## config.mk

```make
export PLATFORM = sky130hd
export DESIGN_NAME = rtc_update_ctrl
export DESIGN_NICKNAME = d
export VERILOG_FILES = /design/src/rtl/rtc_uc_pkg.sv /design/src/rtl/rtc_uc_ctrl.sv /design/src/rtl/rtc_uc_dpath.sv /design/src/rtl/rtc_update_ctrl.sv
export SDC_FILE = /design/constraint.sdc
export NUM_CORES = 1
export LEC_CHECK = 0
export CAP_MARGIN = 20
export CELL_PAD_IN_SITES_DETAIL_PLACEMENT = 1
export CELL_PAD_IN_SITES_GLOBAL_PLACEMENT = 2
export CORE_ASPECT_RATIO = 0.6
export CORE_MARGIN = 10
export CORE_UTILIZATION = 34
export CTS_CLUSTER_DIAMETER = 150
export CTS_CLUSTER_SIZE = 28
export DETAILED_ROUTE_END_ITERATION = 8
export GPL_TIMING_DRIVEN = 0
export PLACE_DENSITY = 0.81
export SLEW_MARGIN = 5
export SYNTH_ARGS = -nofsm -noshare
export SYNTH_HDL_FRONTEND = slang
export SYNTH_HIERARCHICAL = 1
export SYNTH_SLANG_ARGS = --single-unit
export TNS_END_PERCENT = 20
```

## constraint.sdc

```tcl
create_clock -name clk -period 3.16 [get_ports clk]
set_input_delay 0.79 -clock clk [delete_from_list [all_inputs] [get_ports clk]]
set_output_delay 0.79 -clock clk [all_outputs]
set_load 0.05 [all_outputs]
```

## src/rtl/rtc_uc_pkg.sv

```systemverilog
package rtc_uc_pkg;

  localparam int DATA_W = 8;
  localparam int TIME_W = 8;

  localparam logic [TIME_W-1:0] SEC_LAST = 8'd59;
  localparam logic [TIME_W-1:0] MIN_LAST = 8'd59;
  localparam logic [TIME_W-1:0] HRS_LAST = 8'd23;
  localparam logic [TIME_W-1:0] HALF_DAY = 8'd12;

  // register A
  localparam int UIP_BIT = 7;
  localparam int DIV_HI  = 6;
  localparam int DIV_LO  = 4;
  localparam logic [DIV_HI-DIV_LO:0] DIV_RUN = 3'b010;
  // register B
  localparam int SET_BIT = 7;
  localparam int AIE_BIT = 5;
  localparam int UIE_BIT = 4;
  localparam int BIN_BIT = 2;
  localparam int H24_BIT = 1;
  // register C
  localparam int IRQF_BIT = 7;
  localparam int AF_BIT   = 5;
  localparam int UF_BIT   = 4;
  localparam logic [1:0] WILD = 2'b11;

  typedef struct packed {
    logic advance;
    logic markUip;
    logic finish;
  } updStrobe_t;

  function automatic logic [DATA_W-1:0] encVal(input logic [TIME_W-1:0] v, input logic bin);
    logic [TIME_W-1:0] tens, ones;
    tens = v / 8'd10;
    ones = v % 8'd10;
    return bin ? v : {tens[3:0], ones[3:0]};
  endfunction

  function automatic logic [TIME_W-1:0] decVal(input logic [DATA_W-1:0] b, input logic bin);
    logic [TIME_W-1:0] hi, lo;
    hi = {4'd0, b[7:4]};
    lo = {4'd0, b[3:0]};
    return bin ? b : (hi * 8'd10 + lo);
  endfunction

  function automatic logic [DATA_W-1:0] encHour(input logic [TIME_W-1:0] h, input logic bin,
                                                input logic h24);
    logic [DATA_W-1:0] r;
    if (h24) begin
      r = encVal(h, bin);
    end else begin
      r = encVal(h % HALF_DAY, bin);
      r[7] = (h >= HALF_DAY);
    end
    return r;
  endfunction

  function automatic logic [TIME_W-1:0] decHour(input logic [DATA_W-1:0] b, input logic bin,
                                                input logic h24);
    logic [TIME_W-1:0] r;
    if (h24) begin
      r = decVal(b, bin);
    end else begin
      r = decVal({1'b0, b[6:0]}, bin);
      if (b[7]) r = r + HALF_DAY;
    end
    return r;
  endfunction

  function automatic logic fieldHit(input logic [DATA_W-1:0] alm, input logic [DATA_W-1:0] cur);
    return (alm[7:6] == WILD) || (alm == cur);
  endfunction

endpackage

```

## src/rtl/rtc_uc_ctrl.sv

```systemverilog
module rtc_uc_ctrl
  import rtc_uc_pkg::*;
(
  input  logic       clk,
  input  logic       rstN,
  input  logic       secTick,
  input  logic       delayStb,
  input  logic       dividerRun,
  input  logic       setMode,
  output updStrobe_t strobe
);

  logic pend;

  always_comb begin
    strobe.advance = secTick & ~pend & dividerRun;
    strobe.markUip = secTick & ~pend & dividerRun & ~setMode;
    strobe.finish  = delayStb & pend;
  end

  always_ff @(posedge clk) begin
    if (!rstN) begin
      pend <= 1'b0;
    end else if (strobe.advance) begin
      pend <= 1'b1;
    end else if (strobe.finish) begin
      pend <= 1'b0;
    end
  end


  start_needs_run_chk: assert property (@(posedge clk) disable iff (!rstN)
    $rose(pend) |-> $past(secTick && dividerRun));


  skip_tick_chk: assert property (@(posedge clk) disable iff (!rstN)
    (secTick && !dividerRun && !pend) |=> !pend);


  end_closes_chk: assert property (@(posedge clk) disable iff (!rstN)
    (delayStb && pend) |=> !pend);

endmodule

```

## src/rtl/rtc_uc_dpath.sv

```systemverilog
module rtc_uc_dpath
  import rtc_uc_pkg::*;
#(
  parameter int unsigned IDX_W = 4,
  parameter logic [IDX_W-1:0] IDX_SEC   = 4'd0,
  parameter logic [IDX_W-1:0] IDX_ASEC  = 4'd1,
  parameter logic [IDX_W-1:0] IDX_MIN   = 4'd2,
  parameter logic [IDX_W-1:0] IDX_AMIN  = 4'd3,
  parameter logic [IDX_W-1:0] IDX_HRS   = 4'd4,
  parameter logic [IDX_W-1:0] IDX_AHRS  = 4'd5,
  parameter logic [IDX_W-1:0] IDX_CTLA  = 4'd10,
  parameter logic [IDX_W-1:0] IDX_CTLB  = 4'd11,
  parameter logic [IDX_W-1:0] IDX_STAT  = 4'd12,
  parameter logic [IDX_W-1:0] IDX_VALID = 4'd13,
  parameter logic [DATA_W-1:0] A_RST = 8'h26,
  parameter logic [DATA_W-1:0] B_RST = 8'h02,
  parameter logic [DATA_W-1:0] D_VAL = 8'h80
) (
  input  logic              clk,
  input  logic              rstN,
  input  logic              busWr,
  input  logic              busRd,
  input  logic [IDX_W-1:0]  busIdx,
  input  logic [DATA_W-1:0] busWdata,
  output logic [DATA_W-1:0] busRdata,
  input  updStrobe_t        strobe,
  output logic              dividerRun,
  output logic              setMode,
  output logic              irq
);

  logic [DATA_W-1:0] secVis, minVis, hrsVis;
  logic [DATA_W-1:0] almSec, almMin, almHrs;
  logic [DATA_W-1:0] regA, regB, regC, rdData;
  logic [DATA_W-1:0] aNext, bNext, cNext, raiseC, rdMux;
  logic [DATA_W-1:0] curSec, curMin, curHrs;
  logic [TIME_W-1:0] tSec, tMin, tHrs;
  logic [TIME_W-1:0] nSec, nMin, nHrs;
  logic binMode, h24Mode, almHit, uipNext;
  logic wrSec, wrMin, wrHrs, wrA, wrB, rdC, setWrite, setFall;

  assign binMode    = regB[BIN_BIT];
  assign h24Mode    = regB[H24_BIT];
  assign setMode    = regB[SET_BIT];
  assign dividerRun = (regA[DIV_HI:DIV_LO] == DIV_RUN);
  assign irq        = regC[IRQF_BIT];
  assign busRdata   = rdData;

  assign wrSec    = busWr && (busIdx == IDX_SEC);
  assign wrMin    = busWr && (busIdx == IDX_MIN);
  assign wrHrs    = busWr && (busIdx == IDX_HRS);
  assign wrA      = busWr && (busIdx == IDX_CTLA);
  assign wrB      = busWr && (busIdx == IDX_CTLB);
  assign rdC      = busRd && (busIdx == IDX_STAT);
  assign setWrite = wrB && busWdata[SET_BIT];
  assign setFall  = wrB && !busWdata[SET_BIT] && regB[SET_BIT];

  // running time, encoded the way the visible registers hold it
  assign curSec = encVal(tSec, binMode);
  assign curMin = encVal(tMin, binMode);
  assign curHrs = encHour(tHrs, binMode, h24Mode);

  // one-second advance of the running time
  always_comb begin
    nSec = tSec + 8'd1;
    nMin = tMin;
    nHrs = tHrs;
    if (tSec >= SEC_LAST) begin
      nSec = '0;
      if (tMin >= MIN_LAST) begin
        nMin = '0;
        nHrs = (tHrs >= HRS_LAST) ? '0 : (tHrs + 8'd1);
      end else begin
        nMin = tMin + 8'd1;
      end
    end
  end

  assign almHit = fieldHit(almSec, curSec) && fieldHit(almMin, curMin) &&
                  fieldHit(almHrs, curHrs);

  always_comb begin
    raiseC = '0;
    if (strobe.finish) begin
      if (regB[AIE_BIT] && almHit) begin
        raiseC[IRQF_BIT] = 1'b1;
        raiseC[AF_BIT]   = 1'b1;
      end
      if (regB[UIE_BIT]) begin
        raiseC[IRQF_BIT] = 1'b1;
        raiseC[UF_BIT]   = 1'b1;
      end
    end
  end

  always_comb begin
    uipNext = regA[UIP_BIT];
    if (strobe.markUip) uipNext = 1'b1;
    if (strobe.finish)  uipNext = 1'b0;
    if (setWrite)       uipNext = 1'b0;
    aNext = wrA ? {uipNext, busWdata[6:0]} : {uipNext, regA[6:0]};
    bNext = regB;
    if (wrB) begin
      bNext = busWdata;
      if (busWdata[SET_BIT]) bNext[UIE_BIT] = 1'b0;
    end
    cNext = (rdC ? '0 : regC) | raiseC;
  end

  always_comb begin
    rdMux = '0;
    unique case (busIdx)
      IDX_SEC:   rdMux = secVis;
      IDX_ASEC:  rdMux = almSec;
      IDX_MIN:   rdMux = minVis;
      IDX_AMIN:  rdMux = almMin;
      IDX_HRS:   rdMux = hrsVis;
      IDX_AHRS:  rdMux = almHrs;
      IDX_CTLA:  rdMux = regA;
      IDX_CTLB:  rdMux = regB;
      IDX_STAT:  rdMux = regC;
      IDX_VALID: rdMux = D_VAL;
      default:   rdMux = '0;
    endcase
  end

  always_ff @(posedge clk) begin
    if (!rstN) begin
      regA   <= A_RST;
      regB   <= B_RST;
      regC   <= '0;
      secVis <= '0;
      minVis <= '0;
      hrsVis <= '0;
      almSec <= '0;
      almMin <= '0;
      almHrs <= '0;
      tSec   <= '0;
      tMin   <= '0;
      tHrs   <= '0;
      rdData <= '0;
    end else begin
      regA <= aNext;
      regB <= bNext;
      regC <= cNext;
      if (strobe.advance) begin
        tSec <= nSec;
        tMin <= nMin;
        tHrs <= nHrs;
      end
      if (strobe.finish && !setMode) begin
        secVis <= curSec;
        minVis <= curMin;
        hrsVis <= curHrs;
      end
      if (wrSec) begin
        secVis <= busWdata;
        if (!setMode) tSec <= decVal(busWdata, binMode);
      end
      if (wrMin) begin
        minVis <= busWdata;
        if (!setMode) tMin <= decVal(busWdata, binMode);
      end
      if (wrHrs) begin
        hrsVis <= busWdata;
        if (!setMode) tHrs <= decHour(busWdata, binMode, h24Mode);
      end
      if (busWr && (busIdx == IDX_ASEC)) almSec <= busWdata;
      if (busWr && (busIdx == IDX_AMIN)) almMin <= busWdata;
      if (busWr && (busIdx == IDX_AHRS)) almHrs <= busWdata;
      if (setFall) begin
        tSec <= decVal(secVis, binMode);
        tMin <= decVal(minVis, binMode);
        tHrs <= decHour(hrsVis, binMode, h24Mode);
      end
      if (busRd) rdData <= rdMux;
    end
  end


  uie_off_in_set_chk: assert property (@(posedge clk) disable iff (!rstN)
    regB[SET_BIT] |-> !regB[UIE_BIT]);


  uip_off_in_set_chk: assert property (@(posedge clk) disable iff (!rstN)
    regB[SET_BIT] |-> !regA[UIP_BIT]);


  uip_fall_cause_chk: assert property (@(posedge clk) disable iff (!rstN)
    $fell(regA[UIP_BIT]) |-> $past(strobe.finish || setWrite));


  read_clears_chk: assert property (@(posedge clk) disable iff (!rstN)
    (rdC && !strobe.finish) |=> (regC == '0));


  irq_source_chk: assert property (@(posedge clk) disable iff (!rstN)
    $rose(irq) |-> $past(strobe.finish));


  stat_low_zero_chk: assert property (@(posedge clk) disable iff (!rstN)
    regC[3:0] == 4'd0);

endmodule

```

## src/rtl/rtc_update_ctrl.sv

```systemverilog
module rtc_update_ctrl
  import rtc_uc_pkg::*;
#(
  parameter int unsigned IDX_W = 4,
  parameter logic [DATA_W-1:0] A_RST = 8'h26,
  parameter logic [DATA_W-1:0] B_RST = 8'h02,
  parameter logic [DATA_W-1:0] D_VAL = 8'h80
) (
  input  logic              clk,
  input  logic              rstN,
  input  logic              busWr,
  input  logic              busRd,
  input  logic [IDX_W-1:0]  busIdx,
  input  logic [DATA_W-1:0] busWdata,
  output logic [DATA_W-1:0] busRdata,
  input  logic              secTick,
  input  logic              delayStb,
  output logic              irq
);

  updStrobe_t strobe;
  logic dividerRun, setMode;

  rtc_uc_ctrl u_ctrl (
    .clk       (clk),
    .rstN      (rstN),
    .secTick   (secTick),
    .delayStb  (delayStb),
    .dividerRun(dividerRun),
    .setMode   (setMode),
    .strobe    (strobe)
  );

  rtc_uc_dpath #(
    .IDX_W    (IDX_W),
    .IDX_SEC  (IDX_W'(0)),
    .IDX_ASEC (IDX_W'(1)),
    .IDX_MIN  (IDX_W'(2)),
    .IDX_AMIN (IDX_W'(3)),
    .IDX_HRS  (IDX_W'(4)),
    .IDX_AHRS (IDX_W'(5)),
    .IDX_CTLA (IDX_W'(10)),
    .IDX_CTLB (IDX_W'(11)),
    .IDX_STAT (IDX_W'(12)),
    .IDX_VALID(IDX_W'(13)),
    .A_RST    (A_RST),
    .B_RST    (B_RST),
    .D_VAL    (D_VAL)
  ) u_dpath (
    .clk       (clk),
    .rstN      (rstN),
    .busWr     (busWr),
    .busRd     (busRd),
    .busIdx    (busIdx),
    .busWdata  (busWdata),
    .busRdata  (busRdata),
    .strobe    (strobe),
    .dividerRun(dividerRun),
    .setMode   (setMode),
    .irq       (irq)
  );

endmodule

```

# Word level (Yosys, flattened, before mapping)
# Index checks and enable logic that the tools add are counted.
# Widths: inputs -> output; s select.
# op_classes
n_addsub,11
n_mul,6
div,9
n_lt_le_gt_ge,4
eq_ne,16
muxes,52
bitwise_logic,7
reduce_logical,26
# ops
op,count
$mux 8,39
$pmux 8 s10,1
$mod 8x4->8 const B,5
$add 8x4->8,4
$div 8x4->8 const B,4
$mul 4x3->7 const B,4
$add 8x1->8 const B,3
$eq 8x8->1,3
$add 7x4->8,2
$add 8x4->8 const B,2
$eq 4x4->1 const B,4
$ge 8x6->1 const B,2
$logic_and 1x1->1,16
$mul 3x3->6 const B,2
$mux 1,10
$eq 4x2->1 const B,2
$eq 4x3->1 const B,2
$ge 8x4->1 const B,1
$ge 8x5->1 const B,1
$or 8x8->8,1
$reduce_bool 2->1,4
$mux 7,1
$eq 2x2->1 const B,3
$and 1x1->1,4
7 further kinds,11
# word_totals
ff_bits,105
input_bits,18
out_inout_bits,9
elab_cells,146

# Longest topological paths before layout
# depth
ltp_word,12
ltp_mapped,17
depth_no_buf,14

# By module
# The synthesis kept the hierarchy.
# modules_own_cells
module,n_inst,cells_each,area_each_um2,seq_area_each_um2
rtc_uc_dpath,1,1357,9984.6,1981.9
rtc_uc_ctrl,1,7,72.6,20.0

# Worst setup path after synthesis
# OpenSTA, ideal clock, no wires.
# synth_timing
path_kind,flip-flop to flip-flop
from,register u_dpath.tMin[6]
to,register u_dpath.regC[7]
setup_time_ps,88
arrival_ps,3296
t_required_ps,3072
slack_ps,-224
path_stages_with_launch,15
n_path_buf,1
period_less_slack_ps,3384
cell_sequence,dfxtp_1 > buf_6 > inv_1 > ha_1 > or3b_1 > o211ai_2 > a21oi_2 > mux4_2 > a311oi_2 > ha_1 > a31oi_1 > xnor2_1 > mux2i_1 > o41a_1 > o32ai_2
# synth_between
elab_chain_len,11
elab_cells_between_ends,12
cone_classes,2 x div; 1 x eq/ne; 4 x mux; 1 x bitwise; 4 x reduce/logical
# synth_rtl
element,line_no,rtl
"start, declared",rtc_uc_dpath.sv:37,"logic [TIME_W-1:0] tSec, tMin, tHrs;"
"start signal, assigned",rtc_uc_dpath.sv:148,tMin <= nMin;
"start signal, assigned",rtc_uc_dpath.sv:162,"if (!setMode) tMin <= decVal(busWdata, binMode);"
"start signal, assigned",rtc_uc_dpath.sv:173,"tMin <= decVal(minVis, binMode);"
$mod 8x4->8 / $div 8x4->8 (equally long branches),"rtc_uc_pkg.sv:37, rtc_uc_pkg.sv:36",
$mux 8 (*),rtc_uc_pkg.sv:38,"return bin ? v : {tens[3:0], ones[3:0]};"
$eq 8x8->1 (*),rtc_uc_pkg.sv:73,return (alm[7:6] == WILD) || (alm == cur);
$logic_or 1x1->1 (*),rtc_uc_pkg.sv:73,
$logic_and 1x1->1 (*) (2 in a row),rtc_uc_dpath.sv:79,"assign almHit = fieldHit(almSec, curSec) && fieldHit(almMin, curMin) &&"
$logic_and 1x1->1 (*),rtc_uc_dpath.sv:85,if (regB[AIE_BIT] && almHit) begin
$mux 1 (*),rtc_uc_dpath.sv:85,
$mux 1 (*),rtc_uc_dpath.sv:89,if (regB[UIE_BIT]) begin
$mux 1 (*),rtc_uc_dpath.sv:84,if (strobe.finish) begin
$or 8x8->8 (*),rtc_uc_dpath.sv:107,cNext = (rdC ? '0 : regC) | raiseC;
"end signal, assigned",rtc_uc_dpath.sv:145,regC <= cNext;
"end, declared",rtc_uc_dpath.sv:34,"logic [DATA_W-1:0] regA, regB, regC, rdData;"
# Mark *: on every way between the ends. The rest lies on a longest branch, timed or not.
# A chain may end at the register's enable or synchronous reset.

# Final worst setup path
# Same ends and word-level chain as after synthesis.

==> out/qor.txt <==
Hold Fails Final Rpt: 0
Die width: 242 µm
WS Path Type: reg2reg
Sw Ratio: 37.2%
Critical register-to-register path startpoint: u_dpath/tMin[6]
CP peak stage delay: 460 ps
Clock sinks: 100
Synth top area share: 19.9%
Hold Startpoint: u_dpath/regA[2]
Max IR drop VDD: 0.000322 V
N_diodes: 0
Mapped Area: 10,100 µm²
Reg clk slew, reported paths: 90 ps
Top_reg_cell synth: dfxtp_1
Most Frequent Cell on Critical Path: ha_4
FMAX: 0.293 GHz
Max-cap viol count: 0
Largest area contributor in the netlist: dfxtp_1
Flop pwr share: 38.1%
Met2 wire length: 18.5 mm
Largest net degree at the start of global routing: 21
Internal power: 2.24 mW
XOR/XNOR Fraction of Synth Area: 6.27%
Metal1 wirelength: 23.9 mm
Worst Tran Pin Value: 1080 ps
CP Launch Point: u_dpath/tMin[6]
Sequential Area: 2010 µm²
Fin. max-slew vios: 0
DRC Markers: 0
DRT Pass-1 Iters: 5
Worst EP arrival: 3650 ps
Vias in the first global route: 10,900
Starting Density: 34.7%
Wire per inst: 26.3 µm
Post-synthesis cell type count: 92
Buf+Inv Stages, Crit Path: 2
Final worst setup slack: -253 ps
Row cnt: 48
I/O pins: 27
Yosys warnings: 6
Failing checks: setup timing
PwrDens: 298 nW/µm²
Largest family of logic cells by synthesized area: compound AO/OA/AOI/OAI gates
Yosys reg bits: 100
DR WL met3: 5.08 mm
Run status: finished with violations
LEAKAGE: 4.32 nW
Initial antenna violation count: 0
Buffers added on ports: 24
Via density: 6.23
Highest metal used: met4
Core box area: 28,900 µm²
Number of synthesized flops with an enable pin: 0
Setup TNS: -661 ps
NetSw: 1.32 mW
Die ar.: 37,100 µm²
Synth Area in Compound Gates: 28.3%
CTS Buf Count: 9
Syn_nets: 1,438
Nets: 1,503
CP Max Fanout: 6
Slowest library cell on the worst path: mux4_2
Final number of setup-violating endpoints: 4
Worst setup SP type: flip-flop
Most common cell in the netlist: nor2_1
Layout fillers: 3,588
Max-slew headroom: 28.0%
Routability Congestion: 0.984
Synthesized area per cell: 7.37 µm²
Congestion Overflow GR: 0
Unrepaired setup endpoints after global routing: true
Share of flip-flops with an asynchronous set or reset: 0%
Crit-path cells: buf_6, inv_8, ha_4, or3b_1, o211ai_2, a21oi_4, mux4_2, a311oi_4, ha_4, mux2i_4, a211oi_2, o32ai_4, o32ai_2
Crit. End Element: flip-flop
CTS tree: built
Worst EP required: 3390 ps
Top cells by area, synth: dfxtp_1 20%, mux2i_1 6.1%, ha_1 6.0%
Post-Synthesis Cells: 1,364
DPL Wire Length: 36.9 mm
Clock Path Buffers: 2
Area of the multi-input gates: 7940 µm²
Antenna viol nets, final: 0
Total GRT Usage: 25.1%
Clock Skew: 19.8 ps
Post-synthesis sequential area ratio: 19.9%
Area grow syn2layout: 18.9%
Top cells by count, synth: 159 x nor2_1, 133 x nand2_1, 100 x dfxtp_1, 91 x a21oi_1, 81 x o21ai_0
Critical path's top delay family: compound AO/OA/AOI/OAI gates
Worst skew pair latency: 390 ps
Layout cells sized above 1: 15.7%
Simple-gate share of the synthesized area: 24.4%
H-tree depth: 3
Final wirelength: 48.2 mm
Global-route wire length before repair: 71.8 mm
Hold slack final: 489 ps
Clock share of power: 33.5%
Worst slack at placement: -1560 ps
Post-Synth Adder-Cell Area: 7.79%
Tcrit/Tclk final: 108%
Crit path time final: 3410 ps
Die Span Y: 153 µm
Worst hold-check path type: reg2reg
Comb power frac: 28.4%
1st-iter DRT viols: 1,092
Post-synthesis mux area share: 7.30%
Root Buffer: clkbuf_16
Via count: 11,400
[cell usage in the layout (no fill, tap or decap), drive strengths merged, types with 9 or more instances in the layout]
master / instances
xnor2: 42
buf: 58
a31oi: 12
and2: 12
nor3: 31
nor2b: 19
xor2: 30
mux2i: 61
inv: 38
nand2b: 28
nand3: 28
dfxtp: 100
a21o: 14
nand4: 12
nor3b: 13
a22oi: 17
and3: 11
ha: 48
o21ai: 85
nor2: 159
clkbuf: 95
nand2: 133
a21oi: 94
a211oi: 29
mux2: 9
o22ai: 12
o211ai: 44
clkdlybuf4s50: 18
nand3b: 14
[power groups by stage]
stage,Sequential (mW),Combinational [mW],Clock [mW]
after floorplan,1.35,0.563,0
after global placement,1.38,0.836,0
after detailed placement,1.38,0.851,0
after CTS,1.35,0.922,1.20
after global routing,1.36,1.08,1.25
final,1.36,1.01,1.19
[state kept, by name, summed over array words and instances (netlist names)]
signal            count
u_dpath/busRdata      8
u_dpath/regB          8
u_dpath/almMin        8
u_dpath/tSec          8
u_dpath/minVis        8
u_dpath/tHrs          8
u_dpath/hrsVis        8
u_dpath/regA          8
u_dpath/tMin          8
u_dpath/secVis        8
u_dpath/regC          3
u_ctrl/pend           1
u_dpath/almHrs        8
u_dpath/almSec        8
[worst min-delay path, cell delays in order (launching register included)]
cell     delay, ps
dfxtp_1        340
mux2i_1         70
nand2_1         60
[final cells by class]
type / count / share of cell area, %
well taps: 400 / 4.18
flip-flops and latches: 100 / 16.8
repair buffers: 56 / 4.08
multi-input cells: 1116 / 66.3
plain buffers: 111 / 4.87
clock inverters: 7 / 0.670
inverters: 35 / 1.16
clock buffers: 9 / 1.88
[kinds of logic (layout without fill, tap and decap cells)]
family / after synthesis / count (layout)
and+or+nand+nor: 499 / 499
AOI/OAI and AO/OA: 416 / 416
buffers and inverters: 148 / 218
DFF: 100 / 100
xor gates and xnor gates: 72 / 72
muxes: 71 / 71
adders and majority gates: 58 / 58
[per-layer routing]
metal	GRT usage, %	vias to the layer above
met1	38.2	5774
met5	0	-
li1	-	5118
met3	7.57	40
met4	5.25	0
met2	32.8	491
[path summary, 6_finish.rpt]
path / end / slack [ps] / cells after the start
worst max-delay path: u_dpath/regC[7] / -250 / 13
worst min-delay path: u_dpath/regA[2] / 490 / 2
worst max register to register: u_dpath/regC[7] / -250 / 13
worst min register to register: u_dpath/regA[2] / 490 / 2
[through the flow]
step           instances  power (mW)  area [µm²]  util (%)
2_1_floorplan       1364        1.91       10100         -
3_3_place_gp        1788        2.21       10800      37.4
3_5_place_dp        1789        2.23       10800      37.4
4_1_cts             1823        3.47       11600      40.0
5_1_grt             1834        3.69       12000      41.3
6_report            1834        3.56       12000      41.3
[what timing repair did]
item	4_1_cts	5_1_grt
setup endpoints to repair	42	41
pin swaps	16	18
gates resized for setup	81	121
setup buffers	19	11
hold buffers	0	0
(Power assumes the default switching activity.)
